==> config.mk <==
export PLATFORM = sky130hd
export DESIGN_NAME = tdm_frame_serializer
export DESIGN_NICKNAME = d
export VERILOG_FILES = /design/src/rtl/tdm_ser_pkg.sv /design/src/rtl/tdm_slot_timer.sv /design/src/rtl/tdm_bit_engine.sv /design/src/rtl/tdm_edge_stage.sv /design/src/rtl/tdm_frame_serializer.sv
export SDC_FILE = /design/constraint.sdc
export NUM_CORES = 1
export LEC_CHECK = 0
export BUFFER_PORTS_ARGS = -buffer_cell sky130_fd_sc_hd__buf_2
export CAP_MARGIN = 20
export CORE_ASPECT_RATIO = 0.75
export CORE_MARGIN = 2
export CORE_UTILIZATION = 60
export CTS_CLUSTER_DIAMETER = 150
export DETAILED_ROUTE_END_ITERATION = 16
export PLACE_DENSITY = 0.86
export SLEW_MARGIN = 40
export SYNTH_ARGS = -nofsm -noshare
export SYNTH_HDL_FRONTEND = slang
export SYNTH_SLANG_ARGS = --single-unit
==> constraint.sdc <==
create_clock -name clk -period 9 [get_ports clk]
set_input_delay 0.9 -clock clk [delete_from_list [all_inputs] [get_ports clk]]
set_output_delay 0.9 -clock clk [all_outputs]
set_load 0.01 [all_outputs]
==> src/rtl/tdm_ser_pkg.sv <==
package tdm_ser_pkg;

    typedef enum logic [1:0] {
        HIZ_NEVER = 2'd0,
        HIZ_GAPS  = 2'd1,
        HIZ_HALF  = 2'd2,
        HIZ_ALT   = 2'd3
    } hiz_mode_e;

    // container width in bits for a size code (code 0 treated as 8)
    function automatic logic [5:0] container_bits(input logic [2:0] code);
        if (code == 3'd0) return 6'd8;
        return {1'b0, code, 2'b00} + 6'd4;
    endfunction

endpackage

==> src/rtl/tdm_slot_timer.sv <==
module tdm_slot_timer #(
    parameter int LEN_W  = 11,
    parameter int SLOT_W = 3,
    localparam int POS_W = LEN_W + SLOT_W
) (
    input  logic              clk,
    input  logic              rst_n,
    input  logic [LEN_W-1:0]  len_m1,
    input  logic [SLOT_W-1:0] slots_m1,
    output logic [LEN_W-1:0]  bit_idx,
    output logic [SLOT_W-1:0] slot_idx,
    output logic [POS_W-1:0]  frame_pos
);

    typedef struct packed {
        logic [LEN_W-1:0]  bit_c;
        logic [SLOT_W-1:0] slot_c;
        logic [POS_W-1:0]  pos;
    } tstate_t;

    tstate_t st_d, st_q;

    always_comb begin
        st_d = st_q;
        if (st_q.bit_c == len_m1) begin
            st_d.bit_c = '0;
            if (st_q.slot_c == slots_m1) begin
                st_d.slot_c = '0;
                st_d.pos    = '0;
            end else begin
                st_d.slot_c = st_q.slot_c + 1'b1;
                st_d.pos    = st_q.pos + 1'b1;
            end
        end else begin
            st_d.bit_c = st_q.bit_c + 1'b1;
            st_d.pos   = st_q.pos + 1'b1;
        end
    end

    always_ff @(posedge clk or negedge rst_n) begin
        if (!rst_n) st_q <= '0;
        else        st_q <= st_d;
    end

    assign bit_idx   = st_q.bit_c;
    assign slot_idx  = st_q.slot_c;
    assign frame_pos = st_q.pos;

    // slot counter never runs past the configured slot length
    p_bit_bound_r1: assert property (@(posedge clk) disable iff (!rst_n)
        st_q.bit_c <= len_m1);

    // the last bit of the last slot is followed by frame position 0
    p_frame_wrap_r1: assert property (@(posedge clk) disable iff (!rst_n)
        (st_q.bit_c == len_m1 && st_q.slot_c == slots_m1)
        |=> (st_q.pos == '0 && st_q.bit_c == '0 && st_q.slot_c == '0));

endmodule

==> src/rtl/tdm_bit_engine.sv <==
module tdm_bit_engine
    import tdm_ser_pkg::*;
#(
    parameter int SAMPLE_W  = 32,
    parameter int LEN_W     = 11,
    parameter int SYNC_W    = 8,
    parameter int SLOT_W    = 3,
    localparam int MAX_SLOTS = 1 << SLOT_W,
    localparam int POS_W     = LEN_W + SLOT_W,
    localparam int IDX_W     = $clog2(SAMPLE_W)
) (
    input  logic                 clk,
    input  logic                 rst_n,
    input  logic                 pulse_mode,
    input  logic                 ws_invert,
    input  logic [2:0]           size_code,
    input  logic [2:0]           pad_bits,
    input  logic [LEN_W-1:0]     data_delay,
    input  logic [SYNC_W-1:0]    pulse_len_m1,
    input  logic [SLOT_W-1:0]    slots_m1,
    input  logic [MAX_SLOTS-1:0] slot_mask,
    input  logic                 lsb_first,
    input  logic [LEN_W-1:0]     bit_idx,
    input  logic [SLOT_W-1:0]    slot_idx,
    input  logic [POS_W-1:0]     frame_pos,
    input  logic                 s_valid,
    input  logic [SAMPLE_W-1:0]  s_data,
    input  logic                 uf_clear,
    output logic                 s_ready,
    output logic                 sync_p,
    output logic                 sd_p,
    output logic                 act_p,
    output logic                 underflow
);

    typedef struct packed {
        logic [SAMPLE_W-1:0] word;
        logic                sync;
        logic                sd;
        logic                act;
        logic                uf;
    } bstate_t;

    bstate_t st_d, st_q;

    logic             slot_on, slot_start, take, miss;
    logic [5:0]       cont, vbits;
    logic [LEN_W-1:0] rel;
    logic             in_cont, in_data;
    logic [IDX_W-1:0] pick;
    logic [SLOT_W:0]  half;
    logic             ws_raw;

    assign slot_on    = slot_mask[slot_idx];
    assign slot_start = (bit_idx == '0);
    assign s_ready    = slot_on && slot_start;

    always_comb begin
        st_d = st_q;
        take = s_ready && s_valid;
        miss = s_ready && !s_valid;

        if (take)            st_d.word = s_data;
        else if (slot_start) st_d.word = '0;

        cont    = container_bits(size_code);
        vbits   = cont - {3'b000, pad_bits};
        rel     = bit_idx - data_delay;
        in_cont = (bit_idx >= data_delay) && (rel < LEN_W'(cont));
        in_data = in_cont && (rel < LEN_W'(vbits));
        pick    = lsb_first ? rel[IDX_W-1:0]
                            : (vbits[IDX_W-1:0] - IDX_W'(1) - rel[IDX_W-1:0]);

        st_d.act = slot_on && in_cont;
        st_d.sd  = slot_on && in_data && st_d.word[pick];

        half   = ({1'b0, slots_m1} + (SLOT_W+1)'(2)) >> 1;
        ws_raw = ({1'b0, slot_idx} >= half);
        if (pulse_mode) st_d.sync = (frame_pos <= POS_W'(pulse_len_m1));
        else            st_d.sync = ws_raw ^ ws_invert;

        st_d.uf = miss || (st_q.uf && !uf_clear);
    end

    always_ff @(posedge clk or negedge rst_n) begin
        if (!rst_n) st_q <= '0;
        else        st_q <= st_d;
    end

    assign sync_p    = st_q.sync;
    assign sd_p      = st_q.sd;
    assign act_p     = st_q.act;
    assign underflow = st_q.uf;

    // an accepted sample is the word held for the slot
    p_take_loads_r4: assert property (@(posedge clk) disable iff (!rst_n)
        (s_ready && s_valid) |=> (st_q.word == $past(s_data)));

    // a missed slot start raises the flag
    p_miss_flags_r10: assert property (@(posedge clk) disable iff (!rst_n)
        (s_ready && !s_valid) |=> st_q.uf);

    // the flag only falls on a clear
    p_uf_sticky_r10: assert property (@(posedge clk) disable iff (!rst_n)
        (st_q.uf && !uf_clear) |=> st_q.uf);

    // a one on the line only inside an enabled container
    p_data_in_container_r5: assert property (@(posedge clk) disable iff (!rst_n)
        st_q.sd |-> st_q.act);

endmodule

==> src/rtl/tdm_edge_stage.sv <==
module tdm_edge_stage
    import tdm_ser_pkg::*;
(
    input  logic       clk,
    input  logic       rst_n,
    input  logic       fall_drive,
    input  logic [1:0] hiz_mode,
    input  logic       sync_p,
    input  logic       sd_p,
    input  logic       act_p,
    output logic       sync_o,
    output logic       sd_o,
    output logic       oe_o
);

    typedef struct packed {
        logic sync;
        logic sd;
        logic act;
    } nstate_t;

    nstate_t n_d, n_q;
    logic    late_d, late_q;
    logic    act_sel, act_tail;

    always_comb begin
        n_d    = '{sync: sync_p, sd: sd_p, act: act_p};
        late_d = n_q.act;
    end

    always_ff @(negedge clk or negedge rst_n) begin
        if (!rst_n) n_q <= '0;
        else        n_q <= n_d;
    end

    always_ff @(posedge clk or negedge rst_n) begin
        if (!rst_n) late_q <= 1'b0;
        else        late_q <= late_d;
    end

    always_comb begin
        sync_o   = fall_drive ? n_q.sync : sync_p;
        sd_o     = fall_drive ? n_q.sd   : sd_p;
        act_sel  = fall_drive ? n_q.act  : act_p;
        act_tail = fall_drive ? late_q   : n_q.act;
        case (hiz_mode_e'(hiz_mode))
            HIZ_GAPS: oe_o = act_sel;
            HIZ_HALF: oe_o = act_sel || act_tail;
            default:  oe_o = 1'b1;
        endcase
    end

    // a data one is never sent while the line is released
    p_data_driven_r9: assert property (@(posedge clk) disable iff (!rst_n)
        sd_o |-> oe_o);

    // with no hi-Z policy the line is always driven
    p_oe_never_r9: assert property (@(posedge clk) disable iff (!rst_n)
        (hiz_mode == 2'd0) |-> oe_o);

    // falling-edge outputs, seen at the rising edge, match the value launched half a clock earlier
    p_fall_lag_r8: assert property (@(posedge clk) disable iff (!rst_n)
        fall_drive |-> (sd_o == sd_p && sync_o == sync_p));

endmodule

==> src/rtl/tdm_frame_serializer.sv <==
module tdm_frame_serializer
    import tdm_ser_pkg::*;
#(
    parameter int SAMPLE_W  = 32,
    parameter int LEN_W     = 11,
    parameter int SYNC_W    = 8,
    parameter int MAX_SLOTS = 8,
    localparam int SLOT_W   = $clog2(MAX_SLOTS),
    localparam int POS_W    = LEN_W + SLOT_W
) (
    input  logic                 clk,
    input  logic                 rst_n,
    input  logic                 cfg_pulse_mode,
    input  logic                 cfg_ws_invert,
    input  logic [2:0]           cfg_size_code,
    input  logic [2:0]           cfg_pad_bits,
    input  logic [LEN_W-1:0]     cfg_slot_len_m1,
    input  logic [LEN_W-1:0]     cfg_data_delay,
    input  logic [SYNC_W-1:0]    cfg_pulse_len_m1,
    input  logic [SLOT_W-1:0]    cfg_slots_m1,
    input  logic [MAX_SLOTS-1:0] cfg_slot_mask,
    input  logic                 cfg_lsb_first,
    input  logic                 cfg_fall_drive,
    input  logic [1:0]           cfg_hiz_mode,
    input  logic                 s_valid,
    output logic                 s_ready,
    input  logic [SAMPLE_W-1:0]  s_data,
    input  logic                 uf_clear,
    output logic                 frame_sync,
    output logic                 sdata,
    output logic                 sdata_oe,
    output logic                 underflow
);

    logic [LEN_W-1:0]  bit_idx;
    logic [SLOT_W-1:0] slot_idx;
    logic [POS_W-1:0]  frame_pos;
    logic              sync_p, sd_p, act_p;

    tdm_slot_timer #(.LEN_W(LEN_W), .SLOT_W(SLOT_W)) timer_i (
        .clk       (clk),
        .rst_n     (rst_n),
        .len_m1    (cfg_slot_len_m1),
        .slots_m1  (cfg_slots_m1),
        .bit_idx   (bit_idx),
        .slot_idx  (slot_idx),
        .frame_pos (frame_pos)
    );

    tdm_bit_engine #(
        .SAMPLE_W (SAMPLE_W),
        .LEN_W    (LEN_W),
        .SYNC_W   (SYNC_W),
        .SLOT_W   (SLOT_W)
    ) engine_i (
        .clk          (clk),
        .rst_n        (rst_n),
        .pulse_mode   (cfg_pulse_mode),
        .ws_invert    (cfg_ws_invert),
        .size_code    (cfg_size_code),
        .pad_bits     (cfg_pad_bits),
        .data_delay   (cfg_data_delay),
        .pulse_len_m1 (cfg_pulse_len_m1),
        .slots_m1     (cfg_slots_m1),
        .slot_mask    (cfg_slot_mask),
        .lsb_first    (cfg_lsb_first),
        .bit_idx      (bit_idx),
        .slot_idx     (slot_idx),
        .frame_pos    (frame_pos),
        .s_valid      (s_valid),
        .s_data       (s_data),
        .uf_clear     (uf_clear),
        .s_ready      (s_ready),
        .sync_p       (sync_p),
        .sd_p         (sd_p),
        .act_p        (act_p),
        .underflow    (underflow)
    );

    tdm_edge_stage edge_i (
        .clk        (clk),
        .rst_n      (rst_n),
        .fall_drive (cfg_fall_drive),
        .hiz_mode   (cfg_hiz_mode),
        .sync_p     (sync_p),
        .sd_p       (sd_p),
        .act_p      (act_p),
        .sync_o     (frame_sync),
        .sd_o       (sdata),
        .oe_o       (sdata_oe)
    );

endmodule

==> results of run 1 <==
[cell usage in the layout (no fill, tap or decap), drive strengths merged, types with 7 or more instances in the layout]
cell | synthesis | routed
clkbuf | 7 | 13
a21o | 8 | 8
o31ai | 18 | 18
and3 | 11 | 11
mux2i | 8 | 8
dfrtp | 65 | 65
a22o | 19 | 19
buf | 10 | 98
ha | 45 | 45
xor2 | 18 | 18
nand3 | 26 | 26
a21oi | 18 | 18
nor3 | 11 | 11
nor2 | 44 | 44
o21ai | 19 | 19
inv | 57 | 57
nand2 | 29 | 29
xnor2 | 27 | 27
nand4 | 7 | 7
[synth_stat cells (all sizes together) (2+ instances only)]
master,count
a211oi,3
a21boi,2
a21o,8
a21oi,18
a221o,2
a22o,19
a22oi,3
a311oi,3
a31oi,4
and3,11
buf,10
clkbuf,7
dfrtn,3
dfrtp,65
fa,2
ha,45
inv,57
mux2,6
mux2i,8
nand2,29
nand2b,4
nand3,26
nand4,7
nor2,44
nor2b,6
nor3,11
nor3b,2
nor4,3
o211a,3
o211ai,2
o21a,6
o21ai,19
o221ai,2
o311ai,3
o31ai,18
or2,2
or3,3
or4,4
or4b,2
xnor2,27
xor2,18
[power breakdown]
| part | switching, mW | leakage (nW) | internal, mW |
|---|---|---|---|
| Sequential | 0.0641 | 0.888 | 0.377 |
| Clock | 0.110 | 0.0872 | 0.107 |
| Combinational | 0.404 | 1.88 | 0.293 |
[state kept, by name, indices dropped and copies added, names as in the netlist, 2 cells and up]
register,flops
edge_i.n_q,2
timer_i.slot_idx,3
timer_i.frame_pos,14
engine_i.st_q,32
timer_i.bit_idx,11
[layer usage]
layer	GRT usage, %	wire length [um]
met1	37.5	5160
met2	41.4	5030
met3	6.19	891
met4	6.15	226
met5	0	0
[kinds of logic (layout without fill, tap and decap cells)]
family / Yosys count / count (layout) / share of synthesized area [%]
xor gates and xnor gates: 45 / 45 / 8.13
buffers and inverters: 74 / 171 / 6.38
DFF: 68 / 68 / 35.1
muxes: 15 / 15 / 3.51
and+or+nand+nor: 157 / 157 / 16.2
adders and majority gates: 47 / 47 / 12.4
AOI/OAI and AO/OA: 123 / 123 / 18.2
[critical path: cells and delay by family, from the launching register on]
kind,cells,cell delay (ns)
AOI/OAI and AO/OA,2,0.41
buffers and inverters,1,0.13
and+or+nand+nor,1,0.07
DFF,1,0.36
[metrics by stage]
step	power [mW]	util [%]	setup WS, ns	cells
after global routing	1.46	71.0	2.23	731
after CTS	1.35	70.7	2.30	730
final	1.36	71.0	2.31	731
after global placement	1.09	68.6	2.68	714
after floorplan	0.942	-	2.78	529
after detailed placement	1.12	68.6	2.66	714
[layout make-up]
class	count	area, um^2
clock buffer	13	149
tap	105	131
multi-input combinational	387	2850
fill	618	2280
timing repair buffer	98	510
inverter	57	214
clock inverter	3	15.0
sequential	68	1700
[path summary, 6_finish.rpt]
check                                       start           endpoint  slack, ns
worst max-delay path                edge_i.late_d           sdata_oe       2.31
worst min-delay path            engine_i.st_q[28]  engine_i.st_q[28]       0.47
worst max register to register    engine_i.sync_p      edge_i.n_q[2]       3.95
worst min register to register  engine_i.st_q[28]  engine_i.st_q[28]       0.47
max in group asynchronous                   rst_n      edge_i.late_d       3.51
min in group asynchronous                   rst_n  engine_i.st_q[12]       0.65
==> results.sh, run 1 <==
export IMPL_status="complete, no violations"
export IMPL_clockBufferDepth=2
export IMPL_syn_avg_cell_area_um2=9.16
export IMPL_hold_class="reg2reg"
export IMPL_rr_worst_depth=0
export IMPL_detail_route_first_pass_iterations=6
export IMPL_synth_warnings=0
export IMPL_max_cap_violations=0
export IMPL_ys_ff_latch=68
export IMPL_startpoint_type="register"
export IMPL_grt_pass1_wl_um=18300
export IMPL_synth_edf_count=0
export IMPL_cts_setup_buffers=0
export IMPL_core_area_mm2=0.00785
export IMPL_dpl_instance_area_mm2=0.00538
export IMPL_synth_area_leaders="dfrtp_1 34%, ha_1 12%, xnor2_1 4.9%"
export IMPL_cts_tree="done"
export IMPL_port_buffers=93
export IMPL_grt_pass1_vias=3981
export IMPL_layout_drive_gt1_share_pct=19.8
export IMPL_slew_headroom_pct=52.7
export IMPL_nets=757
export IMPL_wl_per_cell_um=15.5
export IMPL_place_hpwl_um=8680
export IMPL_die_width_um=108
export IMPL_rows=28
export IMPL_syn_inst=529
export IMPL_crit_required_ns=8.10
export IMPL_p_leak_nw=2.85
export IMPL_finalHoldViolCount=0
export IMPL_critPathMaxFanout=3
export IMPL_worstPathArrival_ns=5.79
export IMPL_root_buffer="clkbuf_8"
export IMPL_hold_buffers=0
export IMPL_max_stage_delay_ns=0.36
export IMPL_synth_async_sr_flop_share_pct=100
export IMPL_area_growth_pct=14.9
export IMPL_gp_congestion=1.01
export IMPL_grtUsageTotal_pct=26.4
export IMPL_grt_antenna_before_repair=0
export IMPL_clock_skew_final_ns=0.0138
export IMPL_setup_tns_ns=0
export IMPL_grt_max_degree=69
export IMPL_fp_dieArea_mm2=0.00882
export IMPL_clk_pin_slew_ns=0.07
export IMPL_clk_latency_ns=0.34
export IMPL_cts_resized=0
export IMPL_irDropWorstVdd_v=0.000135
export IMPL_worst_pin_slew_ns=0.690
export IMPL_diodes=0
export IMPL_setup_violations_final=0
export IMPL_ys_seq_area_share_pct=35.1
export IMPL_synth_area_mm2=0.00485
export IMPL_initial_core_util_pct=61.8
export IMPL_fp_dieH_um=81.8
export IMPL_p_per_area_mw_per_mm2=243
export IMPL_synth_largest_area_cell="dfrtp_1"
export IMPL_io_pins=94
export IMPL_gr_total_overflow=0
export IMPL_vias=4285
export IMPL_end_kind="primary output"
export IMPL_via_per_inst=5.86
export IMPL_critPathSlowestCell="dfrtn_1"
export IMPL_drc=0
export IMPL_holdWs_ns=0.474
export IMPL_drv_slew=0
export IMPL_wl_um=11300
export IMPL_ys_flop_type="dfrtp_1"
export IMPL_drtIter0Drc=289
export IMPL_mappedNetlistNets=665
export IMPL_path_class="reg2out"
export IMPL_netlist_cell_type_count=60
export IMPL_fin_area_mm2=0.00557
export IMPL_ant_nets=0
export IMPL_rsz0062_at_grt="false"
export IMPL_hold_depth=2
export IMPL_cts_htree_levels=3
export IMPL_cts_buffers_inserted=9
export IMPL_clock_sinks=68
export IMPL_path_cells="a21oi_1, nand2_1, a221o_1, buf_2"
export IMPL_netlist_area_leader_share_pct=33.6
(Power assumes the default switching activity.)
==> run 2: changes to the inputs <==
CORE_UTILIZATION = 51   (was 60)
PLACE_DENSITY = 0.77   (was 0.86)
clock period = 5.91 ns   (was 9 ns; I/O delays follow)
==> run 2 against run 1 <==
  * Count of clock-buffer cells in the layout shrank 1
  * Non-clock buffer count is the same
  * Sequential share of layout area shrank 0.81 points
  * Power grew 68%
  * Critical path type unchanged
  * Critical endpoint unchanged
  * Highest routed layer unchanged
==> results.sh, run 2 (same netlist as run 1, synthesis figures left out) <==
export IMPL_finalHoldViolCount=0
export IMPL_worstSetupStartpoint="edge_i.late_d"
export IMPL_final_cells=754
export IMPL_layout_common_cells="93 x buf_2, 65 x dfrtp_1, 57 x inv_1, 45 x ha_1, 43 x nor2_1"
export IMPL_drtIter0Drc=258
export IMPL_worst_slack_ns=1.07
export IMPL_irDropWorstVdd_v=0.000204
export IMPL_startpoint_type="register"
export IMPL_place_hpwl_um=9240
export IMPL_rows=30
export IMPL_fp_dieH_um=88.4
export IMPL_clk_latency_ns=0.33
export IMPL_cts_setup_buffers=0
export IMPL_path_cells="a21oi_1, nand2_1, a221o_1, buf_2"
export IMPL_critPathMaxFanout=3
export IMPL_cp_num_buf_inv=1
export IMPL_end_kind="primary output"
export IMPL_clock_sinks=68
export IMPL_grt_pass1_wl_um=20100
export IMPL_core_area_mm2=0.00916
export IMPL_wl_um=12300
export IMPL_largest_reg_flops=32
export IMPL_setup_violations_final=0
export IMPL_grtUsageTotal_pct=24.9
export IMPL_cp_top_family="compound AO/OA/AOI/OAI gates"
export IMPL_ant_nets=0
export IMPL_worst_pin_slew_ns=0.724
export IMPL_clockBufferDepth=2
export IMPL_root_buffer="clkbuf_16"
export IMPL_r2r_end="engine_i.sd_p"
export IMPL_initial_core_util_pct=52.9
export IMPL_io_pins=94
export IMPL_area_growth_pct=18.0
export IMPL_wl_per_cell_um=16.3
export IMPL_status="complete, no violations"
export IMPL_path_class="reg2out"
export IMPL_via_per_inst=5.80
export IMPL_timing_rr_start="timer_i.bit_idx[0]"
export IMPL_finalPower_mw=2.28
export IMPL_cts_buffers_inserted=9
export IMPL_fp_dieArea_mm2=0.0103
export IMPL_drv_slew=0
export IMPL_rsz0062_at_grt="false"
export IMPL_ff2ff_setup_slack_ns=1.86
export IMPL_hold_class="in2async"
export IMPL_fin_util_pct=62.4
export IMPL_rr_worst_depth=14
export IMPL_gp_congestion=0.976
export IMPL_dp_slack_ns=1.42
export IMPL_vias=4374
export IMPL_max_cap_violations=0
export IMPL_detail_route_first_pass_iterations=5
export IMPL_p_leak_nw=2.91
export IMPL_largest_register="engine_i.st_q"
export IMPL_clk_pin_slew_ns=0.05
export IMPL_worstPathArrival_ns=4.24
export IMPL_drc=0
export IMPL_crit_end="sdata_oe"
export IMPL_crit_required_ns=5.32
export IMPL_final_common_cell="buf_2"
export IMPL_nets=757
export IMPL_gr_total_overflow=0
export IMPL_hold_buffers=0
export IMPL_cts_htree_levels=3
export IMPL_p_per_area_mw_per_mm2=398
export IMPL_slew_headroom_pct=51.6
export IMPL_cts_resized=0
export IMPL_port_buffers=93
export IMPL_path_depth=4
export IMPL_grt_max_degree=65
export IMPL_placed_cells=738
export IMPL_clock_skew_final_ns=0.00989
export IMPL_grt_pass1_vias=4198
export IMPL_layout_drive_gt1_share_pct=19.8
export IMPL_die_width_um=117
export IMPL_grt_antenna_before_repair=0
export IMPL_max_stage_delay_ns=0.35
export IMPL_setup_tns_ns=0
export IMPL_critPathSlowestCell="dfrtn_1"
export IMPL_diodes=0
export IMPL_cts_tree="done"
run 2: worst reg2reg max path, cell delays in order, from the launching register on:
cell and delay, ns:
dfrtp_1 0.47, inv_1 0.15, ha_1 0.18, inv_1 0.06, fa_1 0.39, xor2_1 0.31
ha_1 0.34, a21oi_1 0.20, a211oi_1 0.11, or4_1 0.72, nor2_1 0.31, nand3_1 0.11
and3_1 0.17, a311oi_1 0.27, o211a_1 0.20
run 2: where the power goes:
group,switching [mW],internal (mW)
sequential,0.105,0.575
combinational,0.621,0.444
clock,0.195,0.338
run 2: stage by stage:
step                instance area [um^2]  hold WS [ns]
floorplan                           4850         0.295
global placement                    5410         0.426
detailed placement                  5420         0.428
CTS                                 5710        0.0831
global route                        5720        0.0900
finish                              5720        0.0930
run 2: area by class of cell:
type / instances / area [um^2]
fill: 800 / 3440
multi-input combinational: 387 / 2840
sequential: 68 / 1700
timing repair buffer: 98 / 507
clock buffer: 12 / 246
inverter: 57 / 214
tap: 128 / 160
clock inverter: 4 / 48.8
run 2: how the worst min path moves through the flow:
| stage | start | end | depth (start not counted) |
|---|---|---|---|
| 6_report | rst_n | edge_i.late_q | 1 |
| 5_1_grt | rst_n | edge_i.late_q | 1 |
| 4_1_cts | rst_n | edge_i.late_q | 1 |
| 3_5_place_dp | rst_n | edge_i.late_q | 1 |
| 3_3_place_gp | rst_n | edge_i.late_q | 1 |
| 2_1_floorplan | rst_n | edge_i.late_q | 0 |
run 2: metal layers:
metal  up-vias  global-route usage, %  routed length [um]
li1       2082                      -                   -
met1      2096                   33.8                5480
met2       168                   41.5                5820
met3        28                   3.84                 710
met4         0                   7.38                 248
met5         -                      0                   0
==> run 3: changes to the inputs <==
clock period = 4.4 ns   (was 5.91 ns; I/O delays follow)
==> run 3 against run 2 <==
  * Worst setup slack worse by 0.66 ns
  * Global-route usage down 0.43 points
  * Non-clock buffer count up 5
  * Sequential share of layout area about the same
  * Critical path type is now reg2reg
==> results.sh, run 3 (same netlist as run 1, synthesis figures left out) <==
export IMPL_area_growth_pct=18.2
export IMPL_largest_register="engine_i.st_q"
export IMPL_via_per_inst=5.62
export IMPL_initial_core_util_pct=52.9
export IMPL_clk_latency_ns=0.33
export IMPL_p_per_area_mw_per_mm2=522
export IMPL_timing_rr_start="timer_i.bit_idx[0]"
export IMPL_setup_tns_ns=0
export IMPL_fmax_mhz=251
export IMPL_critPathMaxFanout=9
export IMPL_finalHoldViolCount=0
export IMPL_gp_congestion=0.906
export IMPL_grt_antenna_before_repair=0
export IMPL_cts_buffers_inserted=9
export IMPL_gr_total_overflow=0
export IMPL_layout_common_cells="93 x buf_2, 65 x dfrtp_1, 57 x inv_1, 45 x ha_1, 42 x nor2_1"
export IMPL_finalCritPeriodShare_pct=90.6
export IMPL_critPathSlowestCell="or4_4"
export IMPL_die_width_um=117
export IMPL_ff2ff_setup_slack_ns=0.41
export IMPL_port_buffers=93
export IMPL_worstSetupStartpoint="timer_i.bit_idx[0]"
export IMPL_rsz0062_at_grt="false"
export IMPL_rr_worst_depth=14
export IMPL_startpoint_type="register"
export IMPL_grt_pass1_wl_um=19700
export IMPL_cts_htree_levels=3
export IMPL_crit_required_ns=4.66
export IMPL_largest_reg_flops=32
export IMPL_core_area_mm2=0.00916
export IMPL_path_cells="inv_1, ha_1, inv_1, fa_1, xor2_1, ha_1, a21oi_1, a211oi_1, or4_4, nor2_2, nand3_1, and3_1, a311oi_1, o211a_1"
export IMPL_ant_nets=0
export IMPL_irDropWorstVdd_v=0.000297
export IMPL_grt_pass1_vias=4131
export IMPL_r2r_end="engine_i.sd_p"
export IMPL_path_depth=14
export IMPL_layout_drive_gt1_share_pct=20.4
export IMPL_drtIter0Drc=260
export IMPL_wl_um=12100
export IMPL_worst_pin_slew_ns=0.612
export IMPL_drv_slew=0
export IMPL_root_buffer="clkbuf_16"
export IMPL_place_hpwl_um=9410
export IMPL_max_cap_violations=0
export IMPL_clk_pin_slew_ns=0.06
export IMPL_hold_class="in2reg"
export IMPL_setup_violations_final=0
export IMPL_p_leak_nw=2.92
export IMPL_clockBufferDepth=2
export IMPL_path_class="reg2reg"
export IMPL_placed_cells=742
export IMPL_wl_per_cell_um=15.9
export IMPL_clock_skew_final_ns=0.00893
export IMPL_finalPower_mw=2.99
export IMPL_cp_num_buf_inv=2
export IMPL_period_minus_slack_ns=3.99
export IMPL_io_pins=94
export IMPL_worstPathArrival_ns=4.25
export IMPL_detail_route_first_pass_iterations=5
export IMPL_rows=30
export IMPL_fin_util_pct=62.5
export IMPL_drc=0
export IMPL_end_kind="register"
export IMPL_slew_headroom_pct=58.9
export IMPL_fp_dieH_um=88.4
export IMPL_fp_dieArea_mm2=0.0103
export IMPL_crit_end="engine_i.sd_p"
export IMPL_grt_max_degree=65
export IMPL_cts_setup_buffers=0
export IMPL_final_cells=759
export IMPL_status="complete, no violations"
export IMPL_max_stage_delay_ns=0.63
export IMPL_nets=762
export IMPL_diodes=0
export IMPL_vias=4263
export IMPL_grtUsageTotal_pct=24.4
export IMPL_cp_top_family="simple AND/OR/NAND/NOR gates"
export IMPL_clock_sinks=68
export IMPL_cts_tree="done"
export IMPL_final_common_cell="buf_2"
==> run 3: power breakdown <==
part | total (mW) | internal, mW | switching (mW)
logic | 1.45 | 0.617 | 0.830
registers | 0.907 | 0.773 | 0.134
clock network | 0.635 | 0.378 | 0.257
total | 2.99 | 1.77 | 1.22
==> run 3: area by class of cell <==
| class | count | area [um^2] |
|---|---|---|
| Sequential cell | 68 | 1700 |
| Inverter | 57 | 214 |
| Timing Repair Buffer | 103 | 547 |
| Tap cell | 128 | 160 |
| Clock inverter | 5 | 28.8 |
| Clock buffer | 11 | 233 |
| Multi-Input combinational cell | 387 | 2840 |
| Fill cell | 809 | 3430 |
==> run 3: layer usage <==
layer	global-route usage, %	vias up	wire length [um]	share of wire, %
met5	0	-	0	0
met3	3.01	12	566	4.7
li1	-	2094	-	-
met2	39.9	131	5540	46
met1	34.8	2026	5830	48
met4	6.52	0	120	1.0
==> run 3: stage by stage <==
| step | cell area (um^2) | setup WS (ns) | hold WS, ns |
|---|---|---|---|
| 2_1_floorplan | 4850 | 0.401 | 0.144 |
| 3_3_place_gp | 5440 | 0.236 | 0.255 |
| 3_5_place_dp | 5450 | 0.0808 | 0.257 |
| 4_1_cts | 5720 | 0.262 | 0.298 |
| 5_1_grt | 5730 | 0.138 | 0.300 |
| 6_report | 5730 | 0.412 | 0.301 |
==> run 3: worst reg2reg max path, stage by stage (launching register included) <==
cell,delay (ns)
dfrtp_1,0.46
inv_1,0.16
ha_1,0.18
inv_1,0.05
fa_1,0.39
xor2_1,0.32
ha_1,0.35
a21oi_1,0.22
a211oi_1,0.12
or4_4,0.63
nor2_2,0.24
nand3_1,0.10
and3_1,0.18
a311oi_1,0.31
o211a_1,0.21
==> run 3: worst min path at each step <==
stage / startpoint / end / slack [ns] / cells past startpoint
floorplan: rst_n / edge_i.late_q / 0.14 / 0
global placement: rst_n / edge_i.late_q / 0.26 / 1
detailed placement: rst_n / edge_i.late_q / 0.26 / 1
CTS: uf_clear / engine_i.underflow / 0.30 / 2
global route: uf_clear / engine_i.underflow / 0.30 / 2
finish: uf_clear / engine_i.underflow / 0.30 / 2
==> run 3: what timing repair did <==
action	CTS	global route
endpoints found under the setup margin	0	1
gates resized for setup	0	2
hold buffers	1	0
hold endpoints to repair	1	0
